`config.mk`:
```
export PLATFORM = sky130hd
export DESIGN_NAME = cbc_pwm
export DESIGN_NICKNAME = d
export VERILOG_FILES = /design/src/rtl/cbc_pwm_pkg.sv /design/src/rtl/cbc_pwm_timebase.sv /design/src/rtl/cbc_pwm_window.sv /design/src/rtl/cbc_pwm_guard.sv /design/src/rtl/cbc_pwm.sv
export SDC_FILE = /design/constraint.sdc
export NUM_CORES = 1
export LEC_CHECK = 0
export ABC_CLOCK_PERIOD_IN_PS = 9000
export BUFFER_PORTS_ARGS = -buffer_cell sky130_fd_sc_hd__buf_2
export CORE_MARGIN = 3
export CORE_UTILIZATION = 41
export CTS_BUF_LIST = sky130_fd_sc_hd__clkbuf_2 sky130_fd_sc_hd__clkbuf_4 sky130_fd_sc_hd__clkbuf_8
export DETAILED_ROUTE_END_ITERATION = 10
export PLACE_DENSITY = 0.67
export SYNTH_ARGS = -nofsm -noshare
export SYNTH_HDL_FRONTEND = slang
export SYNTH_SLANG_ARGS = --single-unit
```
`constraint.sdc`:
```
create_clock -name clk -period 9 [get_ports clk]
set_input_delay 2.25 -clock clk [delete_from_list [all_inputs] [get_ports clk]]
set_output_delay 2.25 -clock clk [all_outputs]
set_load 0.02 [all_outputs]
```
`src/rtl/cbc_pwm_pkg.sv`:
```
package cbc_pwm_pkg;
    typedef enum logic {
        MODE_COMP  = 1'b0,
        MODE_IDENT = 1'b1
    } pwm_mode_e;
endpackage

```
`src/rtl/cbc_pwm_timebase.sv`:
```
module cbc_pwm_timebase
    import cbc_pwm_pkg::*;
#(
    parameter int CNT_W = 8
) (
    input  logic             clk,
    input  logic             rst_n,
    input  logic             en,
    input  logic [CNT_W-1:0] period,
    input  logic [CNT_W-1:0] duty,
    input  pwm_mode_e        mode,
    output logic [CNT_W-1:0] cnt,
    output logic [CNT_W-1:0] per_l,
    output logic [CNT_W-1:0] duty_l,
    output pwm_mode_e        mode_l,
    output logic             run,
    output logic             new_period
);
    localparam logic [CNT_W-1:0] MIN_PER = CNT_W'(2);

    typedef struct packed {
        logic [CNT_W-1:0] cnt;
        logic [CNT_W-1:0] per;
        logic [CNT_W-1:0] duty;
        pwm_mode_e        mode;
        logic             run;
    } tb_state_t;

    tb_state_t st_d, st_q;
    logic      wrap;

    always_comb begin
        st_d       = st_q;
        wrap       = (st_q.cnt == st_q.per - CNT_W'(1));
        new_period = en && (!st_q.run || wrap);
        if (!en) begin
            st_d.cnt = '0;
            st_d.run = 1'b0;
        end else if (new_period) begin
            st_d.cnt  = '0;
            st_d.per  = (period < MIN_PER) ? MIN_PER : period;
            st_d.duty = duty;
            st_d.mode = mode;
            st_d.run  = 1'b1;
        end else begin
            st_d.cnt = st_q.cnt + CNT_W'(1);
        end
    end

    always_ff @(posedge clk or negedge rst_n) begin
        if (!rst_n) begin
            st_q <= '{cnt: '0, per: MIN_PER, duty: '0, mode: MODE_COMP, run: 1'b0};
        end else begin
            st_q <= st_d;
        end
    end

    assign cnt    = st_q.cnt;
    assign per_l  = st_q.per;
    assign duty_l = st_q.duty;
    assign mode_l = st_q.mode;
    assign run    = st_q.run;

    AST_CNT_IN_PERIOD: assert property (@(posedge clk) disable iff (!rst_n)
        st_q.run |-> (st_q.cnt < st_q.per)) else $error("count beyond period");
    AST_DISABLE_STOPS: assert property (@(posedge clk) disable iff (!rst_n)
        !en |=> !st_q.run) else $error("still running while disabled");
endmodule

```
`src/rtl/cbc_pwm_window.sv`:
```
module cbc_pwm_window
    import cbc_pwm_pkg::*;
#(
    parameter int CNT_W = 8
) (
    input  logic [CNT_W-1:0] cnt,
    input  logic [CNT_W-1:0] per_l,
    input  logic [CNT_W-1:0] duty_l,
    input  pwm_mode_e        mode_l,
    output logic             win_a,
    output logic             win_b
);
    localparam int EXT_W = CNT_W + 1;

    logic [CNT_W-1:0] half;
    logic [CNT_W-1:0] eff;
    logic [EXT_W-1:0] b_end;

    always_comb begin
        half  = per_l >> 1;
        eff   = (duty_l < half) ? duty_l : half;
        b_end = {1'b0, half} + {1'b0, eff};
        if (mode_l == MODE_IDENT) begin
            win_a = (cnt < eff);
            win_b = (cnt >= half) && ({1'b0, cnt} < b_end);
        end else begin
            win_a = (cnt < duty_l);
            win_b = !(cnt < duty_l);
        end
    end
endmodule

```
`src/rtl/cbc_pwm_guard.sv`:
```
module cbc_pwm_guard
    import cbc_pwm_pkg::*;
#(
    parameter int EVT_W = 4
) (
    input  logic             clk,
    input  logic             rst_n,
    input  logic             en,
    input  logic             run,
    input  logic             new_period,
    input  pwm_mode_e        mode_l,
    input  logic             win_a,
    input  logic             win_b,
    input  logic             ilim,
    input  logic             fault_en,
    input  logic [EVT_W-1:0] max_evt,
    output logic             pwm_a,
    output logic             pwm_b,
    output logic             fault
);
    localparam logic [EVT_W-1:0] EVT_SAT = {EVT_W{1'b1}};

    typedef struct packed {
        logic             lim_a;
        logic             lim_b;
        logic [EVT_W-1:0] evt;
        logic             fault;
    } gd_state_t;

    gd_state_t     gd_d, gd_q;
    logic          live;
    logic          ev_a, ev_b;
    logic [EVT_W:0] evt_next;

    always_comb begin
        live  = run && !gd_q.fault;
        pwm_a = live && win_a && !gd_q.lim_a;
        if (mode_l == MODE_IDENT) begin
            pwm_b = live && win_b && !gd_q.lim_b;
        end else begin
            pwm_b = live && !(win_a && !gd_q.lim_a);
        end
        ev_a     = ilim && pwm_a;
        ev_b     = ilim && pwm_b && (mode_l == MODE_IDENT);
        evt_next = {1'b0, gd_q.evt} + {{EVT_W{1'b0}}, 1'b1};

        gd_d = gd_q;
        if (!en) begin
            gd_d = '0;
        end else begin
            if (fault_en && (ev_a || ev_b)) begin
                if (evt_next > {1'b0, max_evt}) gd_d.fault = 1'b1;
                if (gd_q.evt != EVT_SAT) gd_d.evt = evt_next[EVT_W-1:0];
            end
            if (new_period) begin
                gd_d.lim_a = 1'b0;
                gd_d.lim_b = 1'b0;
            end else begin
                gd_d.lim_a = gd_q.lim_a || ev_a;
                gd_d.lim_b = gd_q.lim_b || ev_b;
            end
        end
    end

    always_ff @(posedge clk or negedge rst_n) begin
        if (!rst_n) gd_q <= '0;
        else        gd_q <= gd_d;
    end

    assign fault = gd_q.fault;

    AST_FAULT_SILENCES: assert property (@(posedge clk) disable iff (!rst_n)
        gd_q.fault |-> (!pwm_a && !pwm_b)) else $error("output active in fault");
    AST_FAULT_HOLDS: assert property (@(posedge clk) disable iff (!rst_n)
        (gd_q.fault && en) |=> gd_q.fault) else $error("fault released while enabled");
    AST_IDENT_EXCLUSIVE: assert property (@(posedge clk) disable iff (!rst_n)
        (mode_l == MODE_IDENT) |-> !(pwm_a && pwm_b)) else $error("both outputs high");
    AST_COMP_B_FILLS: assert property (@(posedge clk) disable iff (!rst_n)
        (gd_q.lim_a && run && !gd_q.fault && mode_l == MODE_COMP) |-> pwm_b)
        else $error("B not filling after limit");
    AST_IDLE_LIMIT_IGNORED: assert property (@(posedge clk) disable iff (!rst_n)
        (en && ilim && !pwm_a && !pwm_b && !new_period)
            |=> ($stable(gd_q.lim_a) && $stable(gd_q.lim_b)))
        else $error("limit acted while no pulse");
endmodule

```
`src/rtl/cbc_pwm.sv`:
```
module cbc_pwm
    import cbc_pwm_pkg::*;
#(
    parameter int CNT_W = 8,
    parameter int EVT_W = 4
) (
    input  logic             clk,
    input  logic             rst_n,
    input  logic             en,
    input  logic [CNT_W-1:0] period,
    input  logic [CNT_W-1:0] duty,
    input  logic             mode,
    input  logic             ilim,
    input  logic             fault_en,
    input  logic [EVT_W-1:0] max_evt,
    output logic             pwm_a,
    output logic             pwm_b,
    output logic             fault,
    output logic             period_start
);
    logic [CNT_W-1:0] cnt, per_l, duty_l;
    pwm_mode_e        mode_l;
    logic             run, new_period, win_a, win_b;

    cbc_pwm_timebase #(.CNT_W(CNT_W)) u_tb (
        .clk(clk), .rst_n(rst_n), .en(en), .period(period), .duty(duty),
        .mode(pwm_mode_e'(mode)), .cnt(cnt), .per_l(per_l), .duty_l(duty_l),
        .mode_l(mode_l), .run(run), .new_period(new_period)
    );

    cbc_pwm_window #(.CNT_W(CNT_W)) u_win (
        .cnt(cnt), .per_l(per_l), .duty_l(duty_l), .mode_l(mode_l),
        .win_a(win_a), .win_b(win_b)
    );

    cbc_pwm_guard #(.EVT_W(EVT_W)) u_gd (
        .clk(clk), .rst_n(rst_n), .en(en), .run(run), .new_period(new_period),
        .mode_l(mode_l), .win_a(win_a), .win_b(win_b), .ilim(ilim),
        .fault_en(fault_en), .max_evt(max_evt), .pwm_a(pwm_a), .pwm_b(pwm_b),
        .fault(fault)
    );

    assign period_start = run && (cnt == '0);

    AST_STROBE_SINGLE: assert property (@(posedge clk) disable iff (!rst_n)
        (period_start && en) |=> !period_start) else $error("strobe longer than one cycle");
endmodule

```
After elaboration in Yosys (flattened, before gate mapping):

Index checks and enable logic that the tools add are counted.

* register bits: 33
* bits in latches: 0
* RAM bits: 0
* bits in read-only memories: 0
* input bits: 26
* output and inout port bits: 4
* logic and storage cells: 68
* memories kept: 0

* add/subtract/negate cells: 4
* $mul: 0
* divide/modulo/power cells: 0
* order comparisons: 7
* eq/ne operators: 6
* shifts and indexed selects: 0
* multiplexer cells: 14
* bitwise gates (word level): 0
* reductions and logical operators: 28

Operator list (number)
* $mux W8: 4
* $lt A8 B8 Y1: 2
* $logic_and A1 B1 Y1: 14
* $add A7 B8 Y9: 1
* $lt A8 B9 Y1: 1
* $add A8 B1 Y8 const B: 1
* $eq A8 B8 Y1: 1
* $ge A8 B7 Y1: 1
* $logic_not A8 Y1: 1
* $lt A8 B2 Y1 const B: 1
* $lt A8 B7 Y1: 1
* $ne A2 B1 Y1 const B: 4
* $sub A8 B1 Y8 const B: 1
* $mux W7: 1
* $logic_not A1 Y1: 6
* $mux W1: 6
* $reduce_and A2 Y1: 3
* $add A4 B1 Y5 const B: 1
* $gt A5 B4 Y1: 1
* $mux W5: 1
* $logic_or A1 B1 Y1: 4
* $mux W4: 1
* $ne A4 B4 Y1 const B: 1
* $mux W2: 1

Depth between registers and ports, before layout:

* depth after elaboration: 15
* gate-level depth with buffers: 25
* depth with buffers taken out: 22

Hierarchy:

A second synthesis with hierarchy kept.

* cells, all modules: 439
* area total of the unflattened synthesis: 3681.0 um^2

By module, submodules not included
* cbc_pwm_timebase: times used 1, cells an instance 238, area an instance 1889.3 um^2, seq. area each 651.9 um^2
* cbc_pwm_window: times used 1, cells an instance 146, area an instance 1211.2 um^2, seq. area each 0.0 um^2
* cbc_pwm_guard: times used 1, cells an instance 52, area an instance 551.8 um^2, seq. area each 175.2 um^2
* cbc_pwm: times used 1, cells an instance 3, area an instance 28.8 um^2, seq. area each 0.0 um^2

Worst setup path before layout:

No wires, ideal clock.

* kind: reg-to-output
* start: register u_tb.st_q, in the netlist u_tb.per_l[3]
* end: output pwm_b
* arrival time: 4105 ps
* required time: 6750 ps
* path slack: 2645 ps
* cell stages (with the launch flop): 21
* path buffers: 2
* cell sequence: dfrtp_1 -> buf_2 -> inv_1 -> ha_1 -> o21a_1 -> nor2_1 -> o31ai_1 -> clkbuf_1 -> nor2_1 -> a21o_1 -> ha_1 -> a21o_1 -> a21o_1 -> a21o_1 -> a21o_1 -> xnor2_1 -> ha_1 -> a211oi_1 -> o21ai_0 -> a211oi_1 -> nand2b_1

* word-level cells in the longest chain between the ends: 9
* elaborated cells on any way between the ends: 15
* classes of those cells: 1 x add/sub; 4 x order compare; 4 x mux; 6 x reduce/logical

Ends and longest elaborated chain
* start, declared: line cbc_pwm_timebase.sv:29 `tb_state_t st_d, st_q;`
* start signal, assigned: line cbc_pwm_timebase.sv:52 `st_q <= '{cnt: '0, per: MIN_PER, duty: '0, mode: MODE_COMP, run: 1'b0};`
* start signal, assigned: line cbc_pwm_timebase.sv:54 `st_q <= st_d;`
* $lt A8 B7 Y1: line cbc_pwm_window.sv:21 `eff = (duty_l < half) ? duty_l : half;`
* $mux W8: line cbc_pwm_window.sv:21
* $add A7 B8 Y9: line cbc_pwm_window.sv:22 `b_end = {1'b0, half} + {1'b0, eff};`
* $lt A8 B9 Y1: line cbc_pwm_window.sv:25 `win_b = (cnt >= half) && ({1'b0, cnt} < b_end);`
* $logic_and A1 B1 Y1: line cbc_pwm_window.sv:25
* $mux W1: line cbc_pwm_window.sv:23 `if (mode_l == MODE_IDENT) begin`
* $logic_and A1 B1 Y1 (2 in a row): line cbc_pwm_guard.sv:39 `pwm_b = live && win_b && !gd_q.lim_b;`
* $mux W1 *: line cbc_pwm_guard.sv:38 `if (mode_l == MODE_IDENT) begin`
* end, declared: line cbc_pwm.sv:17 `output logic pwm_b,`

Mark *: on every way between the ends. The rest lies on a longest branch, timed or not.

Final worst setup path:

* start: register u_tb.st_q, in the netlist u_tb.per_l[6]
* end: output pwm_b

The elaborated chain is that of the path after synthesis.

==> out/metrics.yaml <==
power_density_nw_per_um2: 168
cts_tree: "yes"
num_vias: 2500
setup-tns-final_ps: 0
crit_type: "flop to output port"
grt_setup_unrepaired: "false"
path_max_fanout: 13
maxCapViolCount: 0
hold_class: "flop to flop"
dp.final_hpwl_um: 5670
synth_fp_nets: 414
synth_ff_type: "dfrtp_1"
cts-resized-gates: 0
drc: 0
min_delay_path_depth: 2
cts_buffers: 5
final_nets: 440
timing.hold.ws_ps: 521
r2r_setup_slack_ps: 4170
r2r-start: "u_tb.per_l[6]"
grt_max_degree: 34
antenna_found_initial: 0
yosysWarnings: 0
hp-start: "u_gd.gd_q[5]"
yosysSeqAreaShare_pct: 26.2
synth_edf_count: 0
cts_setup_buffers: 0
num_rows: 31
run_status: "finished clean"
syn_avg_cell_area_um2: 9.38
wirelength_um: 7550
grt.total_usage_pct: 18.5
fmax_mhz: 144
die_height_um: 93.7
fin_util_pct: 47.1
hold_end: "u_gd.gd_q[5]"
grt-ovfl-total: 0
irDropWorstVdd_uv: 104
cellLeakagePower_nw: 1.76
drt_iter0_drc: 161
clockBufferDepth: 2
numClockSinks: 33
rr_endpoint: "u_gd.gd_q[4]"
worstPathRequired_ps: 6750
die_w_um: 93.7
synth_cell_types: 58
final_common_cell: "ha_1"
post_dp_cell_area_um2: 3350
timing.final.crit_share_pct: 77.3
dr.pass1.iters: 4
syn-instance-count: 336
layout_common_cells: "ha_1 (51), dfrtp_1 (32), inv_1 (31)"
start_util_pct: 42.8
end_kind: "output port"
grt_pass1_vias: 2442
hold_violations: 0
area_delta_synth_final_pct: 10.1
h-tree-depth: 2
stdcell_area_um2: 3470
diodes: 0
arrival_ps: 4710
clock_latency_ps: 290
clock_skew_ps: 2.10
io_buffers: 29
die-area_um2: 8780
dp_cells: 454
route.detailed.wl_per_inst_um: 16.3
fin_crit_ps: 6960
finalSetupViolCount: 0
postCtsHoldBufs: 0
reg2reg_depth: 19
core_um2: 7370
tightestPinTransition_ps: 778
synthArstFlopShare_pct: 100
relSlewSlack_pct: 48.1
layout-drive-gt1-share_pct: 17.6
routed_via_density: 5.41
final_max_slew_viol_count: 0
gpl.final_weighted_congestion: 0.879
grt_pass1_wl_um: 12600
ys_ff_latch: 33
cts_root_buf: "clkbuf_8"
final_cells: 462
crit_path_start_kind: "flop"
io_pins: 30
ant_nets: 0
clk_pin_slew_worst_paths_ps: 70
netlist_area_um2: 3150
## routing by layer
metal	track usage, %	part of all wire (%)
met1	25.0	48
met2	30.3	47
met3	2.64	3.3
met4	6.14	1.9
met5	0	0
## where the power goes
part / total, mW / leakage (nW) / internal (mW) / switching [mW]
registers: 0.181 / 0.426 / 0.161 / 0.0197
logic: 0.248 / 1.27 / 0.114 / 0.134
clock network: 0.152 / 0.0619 / 0.0933 / 0.0589
total: 0.581 / 1.76 / 0.369 / 0.213
## flip-flops by register name (all words and copies together) (netlist names)
signal       flops
u_tb.cnt         8
u_tb.duty_l      8
u_tb.per_l       8
u_gd.gd_q        6
u_gd.fault       1
u_tb.mode_l      1
u_tb.run         1
## worst max-delay path by stage
| stage | from | end | depth (start not counted) |
|---|---|---|---|
| 2_1_floorplan | u_tb.per_l[3] | pwm_b | 20 |
| 3_3_place_gp | u_tb.per_l[6] | pwm_b | 18 |
| 3_5_place_dp | u_tb.per_l[3] | pwm_b | 19 |
| 4_1_cts | u_tb.per_l[3] | pwm_b | 19 |
| 5_1_grt | u_tb.per_l[6] | pwm_b | 18 |
| 6_report | u_tb.per_l[6] | pwm_b | 18 |
## final cells by class
class	count	area [um^2]
multi-input cells	260	2120
clock buffers	7	90.1
flip-flops and latches	33	827
inverters	31	116
repair buffers	31	160
well taps	99	124
fillers	742	3900
clock inverters	1	30.0
## kinds of logic (layout without fill, tap and decap cells)
family / Yosys count / in the layout / synth area share, %
compound gates: 74 / 74 / 19.7
xor+xnor: 25 / 25 / 6.95
fa+ha+maj: 52 / 52 / 20.9
buf+inv: 43 / 70 / 6.43
flops: 33 / 33 / 26.2
mux: 8 / 8 / 2.90
other cells: 1 / 1 / 0.119
simple gates: 100 / 100 / 16.8
## Yosys cell counts, types with 9 or more instances
master	instances	area share, %
nand2b_1	9	1.8
o21ai_0	9	1.4
nand3_1	11	1.7
a21oi_1	13	2.1
nor2_1	22	2.6
dfrtp_1	32	25
nand2_1	24	2.9
o22ai_2	10	4.0
ha_1	51	20
xor2_1	11	3.1
inv_1	31	3.7
a21o_1	13	3.1
xnor2_1	14	3.9
## critical path: stages (launching register included)
cell      delay, ps
dfrtp_1         490
inv_1           180
ha_1            330
nand4b_1        140
o31ai_1         260
buf_4           220
mux2_2          350
ha_1            210
fa_1            410
nand3_1          90
nand2_1          80
xnor2_1         130
ha_1            290
a21o_1          160
a211oi_1        210
o21ai_0         130
a211oi_1        390
nand2b_1        160
buf_2           160
## through the flow
stage / power [mW] / setup WS (ps)
global route: 0.623 / 1800
floorplan: 0.372 / 2650
global placement: 0.423 / 2510
CTS: 0.583 / 2100
finish: 0.581 / 2040
detailed placement: 0.430 / 2440
No activity file was read; power rests on OpenSTA's default activity.
